[src/rtl/bus_lend_pkg.sv]
package bus_lend_pkg;

    typedef enum logic [2:0] {
        ST_IDLE    = 3'd0,
        ST_ACCESS  = 3'd1,
        ST_REFRESH = 3'd2,
        ST_LENT    = 3'd3,
        ST_RECLAIM = 3'd4,
        ST_RECOVER = 3'd5
    } lend_state_e;

    typedef struct packed {
        logic ack;
        logic oe;
        logic rfsh;
        logic acc;
    } lend_out_t;

    function automatic lend_out_t lend_decode(lend_state_e s);
        lend_out_t o;
        o.ack  = (s == ST_LENT);
        o.oe   = (s == ST_IDLE) || (s == ST_ACCESS) ||
                 (s == ST_REFRESH) || (s == ST_RECOVER);
        o.rfsh = (s == ST_REFRESH);
        o.acc  = (s == ST_ACCESS);
        return o;
    endfunction

endpackage

[src/rtl/bus_lend_req_filter.sv]
module bus_lend_req_filter #(
    parameter int HOLD_CYC = 2
) (
    input  logic clk,
    input  logic rst,
    input  logic req_i,
    output logic qual_o
);
    localparam int CW = (HOLD_CYC > 2) ? $clog2(HOLD_CYC) : 1;
    localparam logic [CW-1:0] LIMIT = CW'(HOLD_CYC - 1);

    logic [CW-1:0] run_q;

    always_ff @(posedge clk) begin
        if (rst || !req_i) begin
            run_q <= '0;
        end else if (run_q < LIMIT) begin
            run_q <= run_q + 1'b1;
        end
    end

    assign qual_o = req_i && (run_q >= LIMIT);
endmodule

[src/rtl/bus_lend_mst_sel.sv]
module bus_lend_mst_sel #(
    parameter int N_MST = 4
) (
    input  logic [N_MST-1:0] req_i,
    output logic             any_o,
    output logic [N_MST-1:0] pick_o
);
    logic [N_MST:0] seen;
    assign seen[0] = 1'b0;

    for (genvar i = 0; i < N_MST; i++) begin : g_chain
        assign pick_o[i]   = req_i[i] & ~seen[i];
        assign seen[i+1]   = seen[i] | req_i[i];
    end

    assign any_o = seen[N_MST];
endmodule

[src/rtl/bus_lend_arb.sv]
module bus_lend_arb
    import bus_lend_pkg::*;
#(
    parameter int N_MST    = 4,
    parameter int HOLD_CYC = 2
) (
    input  logic             clk,
    input  logic             rst,
    input  logic             ext_req_i,
    input  logic             refresh_req_i,
    input  logic             refresh_done_i,
    input  logic [N_MST-1:0] mst_req_i,
    input  logic             acc_done_i,
    output logic             ack_o,
    output logic             bus_oe_o,
    output logic             refresh_grant_o,
    output logic [N_MST-1:0] mst_grant_o
);
    lend_state_e      state_q, state_d;
    logic [N_MST-1:0] grant_q, grant_d;
    logic             ext_ok;
    logic             mst_any;
    logic [N_MST-1:0] mst_pick;
    lend_out_t        outs;

    bus_lend_req_filter #(.HOLD_CYC(HOLD_CYC)) u_filt (
        .clk    (clk),
        .rst    (rst),
        .req_i  (ext_req_i),
        .qual_o (ext_ok)
    );

    bus_lend_mst_sel #(.N_MST(N_MST)) u_sel (
        .req_i  (mst_req_i),
        .any_o  (mst_any),
        .pick_o (mst_pick)
    );

    always_comb begin
        state_d = state_q;
        grant_d = grant_q;
        unique case (state_q)
            ST_IDLE: begin
                if (refresh_req_i) begin
                    state_d = ST_REFRESH;
                end else if (mst_any) begin
                    state_d = ST_ACCESS;
                    grant_d = mst_pick;
                end else if (ext_ok) begin
                    state_d = ST_LENT;
                end
            end
            ST_ACCESS: begin
                if (acc_done_i) begin
                    if (refresh_req_i) begin
                        state_d = ST_REFRESH;
                    end else if (mst_any) begin
                        grant_d = mst_pick;
                    end else if (ext_ok) begin
                        state_d = ST_LENT;
                    end else begin
                        state_d = ST_IDLE;
                    end
                end
            end
            ST_REFRESH: begin
                if (refresh_done_i) begin
                    if (mst_any) begin
                        state_d = ST_ACCESS;
                        grant_d = mst_pick;
                    end else if (ext_ok) begin
                        state_d = ST_LENT;
                    end else begin
                        state_d = ST_IDLE;
                    end
                end
            end
            ST_LENT: begin
                if (!ext_req_i) begin
                    state_d = ST_RECOVER;
                end else if (refresh_req_i) begin
                    state_d = ST_RECLAIM;
                end
            end
            ST_RECLAIM: begin
                if (!ext_req_i) begin
                    state_d = ST_RECOVER;
                end
            end
            ST_RECOVER: begin
                if (refresh_req_i) begin
                    state_d = ST_REFRESH;
                end else if (mst_any) begin
                    state_d = ST_ACCESS;
                    grant_d = mst_pick;
                end else begin
                    state_d = ST_IDLE;
                end
            end
            default: state_d = ST_IDLE;
        endcase
    end

    always_ff @(posedge clk) begin
        if (rst) begin
            state_q <= ST_IDLE;
            grant_q <= '0;
        end else begin
            state_q <= state_d;
            grant_q <= grant_d;
        end
    end

    assign outs            = lend_decode(state_q);
    assign ack_o           = outs.ack;
    assign bus_oe_o        = outs.oe;
    assign refresh_grant_o = outs.rfsh;
    assign mst_grant_o     = outs.acc ? grant_q : '0;
endmodule

[config.mk]
export PLATFORM = sky130hd
export DESIGN_NAME = bus_lend_arb
export DESIGN_NICKNAME = d
export VERILOG_FILES = /design/src/rtl/bus_lend_pkg.sv /design/src/rtl/bus_lend_req_filter.sv /design/src/rtl/bus_lend_mst_sel.sv /design/src/rtl/bus_lend_arb.sv
export SDC_FILE = /design/constraint.sdc
export NUM_CORES = 1
export LEC_CHECK = 0
export CAP_MARGIN = 15
export CORE_MARGIN = 5
export CORE_UTILIZATION = 41
export DETAILED_ROUTE_END_ITERATION = 10
export PLACE_DENSITY = 0.82
export SETUP_SLACK_MARGIN = 0.3
export SYNTH_ARGS = -nofsm -noshare
export SYNTH_HDL_FRONTEND = slang
export SYNTH_SLANG_ARGS = --single-unit
[constraint.sdc]
create_clock -name clk -period 1.8 [get_ports clk]
set_input_delay 0.45 -clock clk [delete_from_list [all_inputs] [get_ports clk]]
set_output_delay 0.45 -clock clk [all_outputs]
set_load 0.05 [all_outputs]
Word level (Yosys, flattened, before mapping)
Index checks and enable logic that the tools add are counted.

Input port bits: 10. Output and inout port bits: 7. Word-level logic and storage cells: 58. Register bits: 8.

Equal/unequal tests: 11. Bitwise operators: 9. Reductions and logical operators: 11. Order comparisons: 2. Add/sub/neg operators: 1. Multiplexer cells: 21.

Operator list (number): 2-to-1 mux 3 bit (10); 2-to-1 mux 4 bit (5); one-hot mux 3 bit (6 select lines) (1); one-hot mux 4 bit (3 select lines) (1); == test 3 x 2 -> 1 bit (second input constant) (2); == test 3 bit (second input constant) (2); 2-to-1 mux 2 bit (3); inequality test 2 bit (second input constant) (3); inequality test 3 bit (second input constant) (2); AND reduction 6 bit (1); logical OR 1 bit (4); inequality test 4 bit (second input constant) (1); AND 1 bit (3); == test 3 x 1 -> 1 bit (second input constant) (1); zero test 3 bit (1); inverter 1 bit (3); OR 1 bit (3); AND reduction 3 bit (1); nonzero test 3 bit (1); OR reduction 2 bit (1); adder 1 bit (second input constant) (1); greater-or-equal comparator 1 bit (second input constant) (1); logical AND 1 bit (1); zero test 1 bit (1); 2 further kinds (2).

Longest topological paths before layout
Gate-level depths: netlist (run 1).

Word-level depth: 8. Depth in mapped cells: 5. Depth with buffers taken out: 4.

Modules after synthesis
Synthesis (run 1) repeated with hierarchy kept, for this count alone.

Cell total of the unflattened synthesis: 73. Area total of the unflattened synthesis: 614.3 um^2.

By module, submodules not included: bus_lend_arb (area an instance 536.8 um^2, cells an instance 65, seq. area each 140.1 um^2, instances 1); bus_lend_req_filter (area an instance 40.0 um^2, cells an instance 3, seq. area each 20.0 um^2, instances 1); bus_lend_mst_sel (area an instance 37.5 um^2, cells an instance 5, seq. area each 0.0 um^2, instances 1).

Worst setup path before layout (run 1)
Ideal clock, no wire load.

Path kind: register to output. Start: register state_q[1]. End: output mst_grant_o[3]. Required time: 1.350 ns. Arrival: 1.714 ns. Cell stages (with the launch flop): 4. Buffers on the path: 2. Slack: -0.364 ns. Cell sequence: dfxtp_1 buf_2 clkbuf_1 nor3_1.

Word-level cells in the longest chain between the ends: 2.

Ends and longest elaborated chain: start: declaration (RTL line bus_lend_arb.sv:19) `lend_state_e state_q, state_d;`; start signal: assignment (RTL line bus_lend_arb.sv:109) `state_q <= state_d;`; == test 3 x 1 -> 1 bit (RTL line bus_lend_pkg.sv:25) `o.acc = (s == ST_ACCESS);`; 2-to-1 mux 4 bit (RTL line bus_lend_arb.sv:118) `assign mst_grant_o = outs.acc ? grant_q : '0;`; end: declaration (RTL line bus_lend_arb.sv:17) `output logic [N_MST-1:0] mst_grant_o`.

No other way between the ends.

Worst setup path after layout (run 1)
Start: register state_q[2]. End: output ack_o.

Word-level cells in the longest chain between the ends: 1.

Ends and longest elaborated chain: == test 3 x 2 -> 1 bit (RTL line bus_lend_pkg.sv:21) `o.ack = (s == ST_LENT);`; end: declaration (RTL line bus_lend_arb.sv:14) `output logic ack_o,`.

No other way between the ends.

==> metrics list, run 1 <==
* Run status: completed
- Clock skew on the completed layout was measured at 0.00179 ns.
- The initial utilization of the core area, before any placement, comes to 0.426.
- Number of fill cells in the layout: 67
- Crit Path Category: reg2out
- At the pin with the least slew margin, the transition time is 0.323 ns.
- Lkg Pwr: 0.543 nW
- Clock root buffer: sky130_fd_sc_hd__clkbuf_4
* Width of the die: 49.1 um
- Synth warnings: 0
* All-layer global routing usage: 0.208
- Multiplexer share of the synthesized area: 0.0679
* Instance count along the most critical hold path: 2
- Summing all multi-input logic gate instances after layout gives 591 um^2.
* Hold Path Origin: grant_q[0]
- Vias per std cell: 5.88
- Via total after detailed routing: 823
* CP peak stage delay: 0.35 ns
- The number of nets in the synthesized netlist is 90.
- In this run the critical register-to-register path is captured at state_q[1].
* Total Nets Final: 136
- Antenna diode count: 0
* Count of buffers inserted at the top-level ports: 16
- TritonCTS clock tree: built
* Core Util, Final: 0.887
- Synth async-reset ratio: 0
- Largest cells by area after synthesis: sky130_fd_sc_hd__dfxtp_1 (26%), sky130_fd_sc_hd__o21ai_0 (4.8%), sky130_fd_sc_hd__a211oi_1 (4.8%), sky130_fd_sc_hd__a2111oi_4 (4.4%), sky130_fd_sc_hd__nor2_1 (4.2%)
* Later-pin clock latency in the skew report: 0.26 ns
- Gp weighted congestion: 0.863
- Number of cells on the worst reg-to-reg path: 6
- Number of iterations in the first detailed-routing pass: 4
- Maximum fanout encountered on the critical timing path: 7
* Cts hold-fix bufs: 0
- Top cell types by occurrence after synthesis: sky130_fd_sc_hd__dfxtp_1 (8), sky130_fd_sc_hd__nor2_1 (7), sky130_fd_sc_hd__inv_1 (6), sky130_fd_sc_hd__nand2_1 (6), sky130_fd_sc_hd__o21ai_0 (6)
* Vias in the first global route: 856
- At the worst endpoint, the required time is 1.35 ns.
* Number of distinct library cells after synthesis: 34
- The slowest stage of the critical path belongs to the cell sky130_fd_sc_hd__dfxtp_4.
- The number of max-slew violations in the final report came to 0.
- Of the total synthesized cell area, the portion taken by full adders, half adders and majority gates is 0.
- Unrepaired setup endpoints after global routing: true
- At the worst endpoint, the arrival time is 1.22 ns.
* Synth Cell Area: 627 um^2
* Endpoints failing setup: 0
- Cells along the critical path: buf_6, nand3b_1, inv_2, buf_12
- Summed over all layers, the routed wires come to 2610 um.
- Initial DRC Count: 21
* Library cell with the highest instance count after synthesis: sky130_fd_sc_hd__dfxtp_1
- In the final timing run, aggregate negative setup slack is 0 ns.
* Global-route wire length before repair: 3980 um
* Number of buffers created by CTS: 3
- From synthesis to final layout, the design area changed by 108%.
* Die area: 2410 um^2
- Of the total synthesized cell area, the portion taken by AND, OR, NAND and NOR gates is 0.275.
- Routed WL per cell: 18.6 um
- Die Y: 49.1 um
- Worst slack at placement: -0.443 ns
- By area, the combinational part of the netlist is dominated by compound AO/OA/AOI/OAI gates.
- Relative slew margins: 0.783
- Of the post-synthesis cell area, the dominant cell type holds 0.255.
* Maximum number of pins on one net before global-route repair: 11
- The initial antenna violation count is 0.
- Max-cap violations in this run came to 0.
* Startpoint of the most critical register-to-register path: state_q[0]
- Htree depth: 1
* Setup slack on the worst flop-to-flop path: 0.20 ns
- Final WS setup: 0.134 ns
- A synthesized cell averages 7.84 um^2.
- Number of instances in the synthesized netlist: 80
- Hold is met by 0.474 ns.
- Peak supply drop: 0.683 mV
- Classification of the worst-slack hold path: reg2reg
* Power per standard cell area: 1140 nW/um^2
- The detail route stage leaves a number of antenna-violating nets equal to 0.
- Share of synthesized area occupied by flip-flops and latches: 0.255
- Counting every sink on the clock net gives 8.
- CP endpoint kind: output pin
* Compound-cell area share of the yosys netlist: 0.329
* Longest Clk Path Bufs: 2
* EDFF count, synth: 0
* Final hold vios: 0
- STA classifies the critical path startpoint as a flop.
- For the finished layout, the period the worst path requires is 1.67 ns.
- DRC violations left: 0
- Ys flop type: sky130_fd_sc_hd__dfxtp_1
* Post-synthesis share of cell area spent on xor and xnor gates: 0
- Of the cells placed in the final design, the portion with a size suffix greater than 1 is 0.621.
- In the final layout, flip-flops and latches occupy 169 um^2.
- Dividing the final minimum period by the clock period gives 0.925.
* Clock-pin transition on the worst setup and hold timing paths: 0.05 ns
- Timing would allow up to 600 MHz.
- Core box area: 1470 um^2
- Summed over all instances, the cell type with the most area after synthesis is sky130_fd_sc_hd__dfxtp_1.
- Site row count: 14
- Number of synthesized register bits: 8
- Detailed placement ended at an HPWL of 1520 um.
- Top Ports: 17
- For this run the aggregate overflow at the end of global routing stands at 0.
- For hold timing, the worst endpoint is grant_q[0].
[critical path: cells and delay by family, from the launching register on]
| family | cells | cell delay [ns] |
|---|---|---|
| buffers and inverters | 3 | 0.40 |
| and+or+nand+nor | 1 | 0.21 |
| DFF | 1 | 0.35 |
[sequential cells by signal, indices dropped and copies added, names as in the netlist]
name,flops
state_q,3
grant_q,4
u_filt.run_q,1
[what timing repair did]
action / in CTS / in global routing
buffers inserted: 8 / 4
gates resized for setup: 52 / 19
pin swaps: 5 / 17
endpoints found under the setup margin: 14 / 14
[worst max-delay path by stage]
stage	startpoint	endpoint
6_report	state_q[2]	ack_o
5_1_grt	state_q[2]	ack_o
4_1_cts	state_q[2]	ack_o
3_5_place_dp	mst_req_i[0]	state_q[1]
3_3_place_gp	mst_req_i[0]	state_q[1]
2_1_floorplan	state_q[0]	bus_oe_o
[per-stage QoR]
stage / instance area, um^2 / std cells / total power [W]
after floorplan: 679 / 80 / 0.000706
after global placement: 1040 / 125 / 0.000966
after detailed placement: 1040 / 125 / 0.000983
after CTS: 1190 / 136 / 0.00132
after global routing: 1310 / 140 / 0.00159
final: 1310 / 140 / 0.00149
[layout by cell type (no fill, tap or decap), types with 3 or more instances in the layout]
master                          netlist  routed
sky130_fd_sc_hd__and2_4               0       4
sky130_fd_sc_hd__clkbuf_4             0       3
sky130_fd_sc_hd__buf_12               0       7
sky130_fd_sc_hd__dlygate4sd2_1        0       3
sky130_fd_sc_hd__buf_8                0       3
sky130_fd_sc_hd__nor2_1               7       5
sky130_fd_sc_hd__nand2_1              6       6
sky130_fd_sc_hd__inv_1                6       5
sky130_fd_sc_hd__a211oi_1             4       3
sky130_fd_sc_hd__dfxtp_1              8       5
sky130_fd_sc_hd__buf_6                0       6
sky130_fd_sc_hd__buf_4                0      22
[layer usage]
layer / global-route usage / vias to the layer above / part of all wire
met2: 0.350 / 36 / 0.51
met4: 0.0583 / 0 / 0.034
met5: 0 / - / 0
met1: 0.242 / 388 / 0.39
li1: - / 390 / -
met3: 0.0795 / 9 / 0.063
[final cells by class]
| type | count | area share |
|---|---|---|
| Tap cell | 16 | 0.0153 |
| Sequential cell | 8 | 0.129 |
| Clock buffer | 3 | 0.0173 |
| Timing Repair Buffer | 45 | 0.365 |
| Multi-Input combinational cell | 61 | 0.453 |
| Inverter | 7 | 0.0201 |
[where the power goes]
part,internal [W],switching [W]
Clock,0.0000762,0.0000602
Combinational,0.000548,0.000548
Sequential,0.000224,0.0000386
[cells by family (layout without fill, tap and decap cells)]
group,count (synthesis),in the layout
buffers and inverters,11,55
muxes,4,4
and+or+nand+nor,31,31
AOI/OAI and AO/OA,26,26
DFF,8,8
No activity file was read; power rests on OpenSTA's default activity.
==> run 2: changes to the inputs <==
CORE_UTILIZATION = 35   (was 41)
PLACE_DENSITY = 0.71   (was 0.82)
clock period = 2 ns   (was 1.8 ns; I/O delays follow)
==> run 2 against run 1 <==
Clock skew grew 0.00058 ns. Routed wire length shrank 26%. Sequential cell count stayed put. Global-route usage is 5.2 points lower. Largest power group unchanged.
==> metrics list, run 2 (synthesis gave the netlist of run 1 again) <==
* End point of the critical path: mst_grant_o[2]
- Initial Utilization: 0.367 (-0.0590)
- Number of iterations in the first detailed-routing pass: 4 (unchanged)
- The TritonCTS buffer count is 3 (unchanged).
* Clock sink count: 8 (unchanged)
- Setup repair after global routing could not meet its margin everywhere.
- Top Ports: 17 (unchanged)
* Classification of the worst-slack hold path: reg2reg
- Vias per std cell: 5.50 (-6.5%)
- Maximum fanout encountered on the critical timing path: 6 (-1)
* Number of fill cells in the layout: 138 (+110%)
- The final RePlAce weighted congestion came to 0.869 (+0.66%).
* Share of cells above drive strength 1: 0.509 (-0.112)
- The total number of H-tree levels is 1 (unchanged).
- The clock tree buffer depth came to 2 (unchanged).
* Count of buffers inserted at the top-level ports: 16 (unchanged)
- The slew at the pin closest to its max-slew limit came to 0.304 ns (-0.0194 ns).
* Cell total after placement: 128 (+2.4%)
- The first-pass GRT wire length is 3110 um (-22%).
- The final-report setup violation count is 0 (unchanged).
- Antenna diode count: 0 (unchanged)
- The global-route usage over all layers is 0.156 (-0.0520).
* Number of cells on the worst reg-to-reg path: 4 (-2)
- The max-cap check violation count is 0 (unchanged).
- The endpoint identified for the worst register-to-register timing path is state_q[2].
- Kind of cell adding the most delay to the critical path: simple AND/OR/NAND/NOR gates
- The post-detailed-route DRC marker count was 0 (unchanged).
- The count of placed standard cells in the final layout, fillers left out was 133 (-5.0%).
* Vias in the first global route: 714 (-17%)
* Most frequent cells in the layout: sky130_fd_sc_hd__buf_4 (11), sky130_fd_sc_hd__buf_12 (7)
- Minimum period implied by the final worst setup slack: 1.70 ns
- Site row count: 15 (+1)
- The pin count of the biggest net entering global routing was 13 (+2).
- The routed wire length came to 1920 um (-26%).
* Width of the die: 52.3 um (+6.6%)
* Run status: completed
- The total overflow reported by the global router is 0 (unchanged).
- The utilization of the core after routing came to 0.648 (-0.239).
* CP endpoint kind: output pin
* Via total after detailed routing: 731 (-11%)
* Syn-to-layout area delta: 76.6%
* CP peak stage delay: 0.36 ns (about the same)
- The static leakage power came to 0.438 nW (-19%).
* Final hold vios: 0 (unchanged)
* HPWL Detailed: 1430 um (-5.9%)
- Largest register FFs: 4 (unchanged)
- Biggest regs: grant_q x4, state_q x3, u_filt.run_q x1
- Share of the clock period used by the worst path after layout: 0.849
* Die area: 2740 um^2 (+14%)
- The core box area was 1710 um^2 (+16%).
* Setup slack on the worst flop-to-flop path: 0.46 ns (+0.26 ns)
* Crit Path Category: reg2out
* Peak supply drop: 0.480 mV (-30%)
- The worst-case headroom to the max-slew limit is 0.796 (+0.0130).
- Power per standard cell area: 993 nW/um^2 (-13%)
- Clock Skews: 0.00237 ns (+0.000581 ns)
* Later-pin clock latency in the skew report: 0.25 ns (about the same)
- Clock-pin transition on the worst setup and hold timing paths: 0.05 ns (about the same)
* Aggregate negative setup slack: 0 ns (unchanged)
- Total Nets Final: 120 (-12%)
* Cells along the critical path: nand2b_4, nor2_2, and2_4, buf_12
- For this run, the top clock speed supported by timing is 589 MHz.
- The data arrival at the endpoint of the critical path came to 1.20 ns (-0.02 ns).
- The number of buffers inserted for hold repair after clock tree synthesis came to 0 (unchanged).
- The combined buffer and inverter count along the critical path came to 1 (-2).
* Launching element of the worst setup path: state_q[2]
- Die Y: 52.3 um (+6.6%)
- Number of antenna violations at the first check in global routing: 0 (unchanged)
- Leading cell type in the layout, fill and taps excluded: sky130_fd_sc_hd__buf_4
- Total power consumption of the routed design: 0.00110 W (-26%)
- The remaining number of nets flagged by the antenna check after routing was 0 (unchanged).
- The cell count along the critical path came to 4 (unchanged).
- Initial DRC Count: 12 (-43%)
* TritonCTS clock tree: built
- Hold WS: 0.470 ns (-0.00431 ns)
- The tree is rooted in a sky130_fd_sc_hd__clkbuf_4.
- Routed WL per cell: 14.4 um (-23%)
* Startpoint of the most critical register-to-register path: state_q[0]
* Category of the worst setup path launch point: flop
- Largest register by flop count: grant_q
* Data required time at the worst endpoint: 1.50 ns (+0.15 ns)
- Max-slew violation count: 0 (unchanged)
- CP max-delay cell: sky130_fd_sc_hd__dfxtp_4
run 2: where the power goes:
part	total, W	internal [W]	switching [W]
Combinational	0.000707	0.000355	0.000352
Sequential	0.000270	0.000205	0.0000656
Clock	0.000122	0.0000686	0.0000539
Total	0.00110	0.000628	0.000472
run 2: worst min-delay path, cell delays in order, from the launching register on:
cell                      delay (ns)
sky130_fd_sc_hd__dfxtp_1        0.31
sky130_fd_sc_hd__nand2_1        0.05
sky130_fd_sc_hd__o21ai_0        0.06
run 2: final cells by class:
cell class / count / area (um^2) / share of cell area
Sequential cell: 8 / 171 / 0.155
Timing Repair Buffer: 29 / 327 / 0.295
Multi-Input combinational cell: 61 / 529 / 0.478
Tap cell: 25 / 31.3 / 0.0282
Clock buffer: 3 / 22.5 / 0.0203
Inverter: 7 / 26.3 / 0.0237
run 2: metrics by stage:
stage / setup slack, ns / area (um^2)
after CTS: 0.262 / 1090
after global routing: 0.246 / 1110
after floorplan: 0.247 / 681
after global placement: -0.216 / 1010
after detailed placement: -0.259 / 1010
final: 0.301 / 1110
run 2: timing repair:
item	4_1_cts	5_1_grt
pin swaps	3	4
resized for setup	26	14
buffers inserted	2	0
setup endpoints to repair	10	13
run 2: per-layer routing:
metal | share of wire | GRT usage | wire length, um
met1 | 0.40 | 0.178 | 769
met2 | 0.50 | 0.256 | 959
met3 | 0.082 | 0.0570 | 157
met4 | 0.018 | 0.0723 | 34
met5 | 0 | 0 | 0
run 2: how the worst min path moves through the flow:
stage          startpoint          to  depth (start not counted)
6_report       grant_q[1]  grant_q[1]                          2
5_1_grt        grant_q[1]  grant_q[1]                          2
4_1_cts        grant_q[1]  grant_q[1]                          2
3_5_place_dp   grant_q[1]  grant_q[1]                          2
3_3_place_gp   grant_q[0]  grant_q[0]                          2
2_1_floorplan  grant_q[0]  grant_q[0]                          2
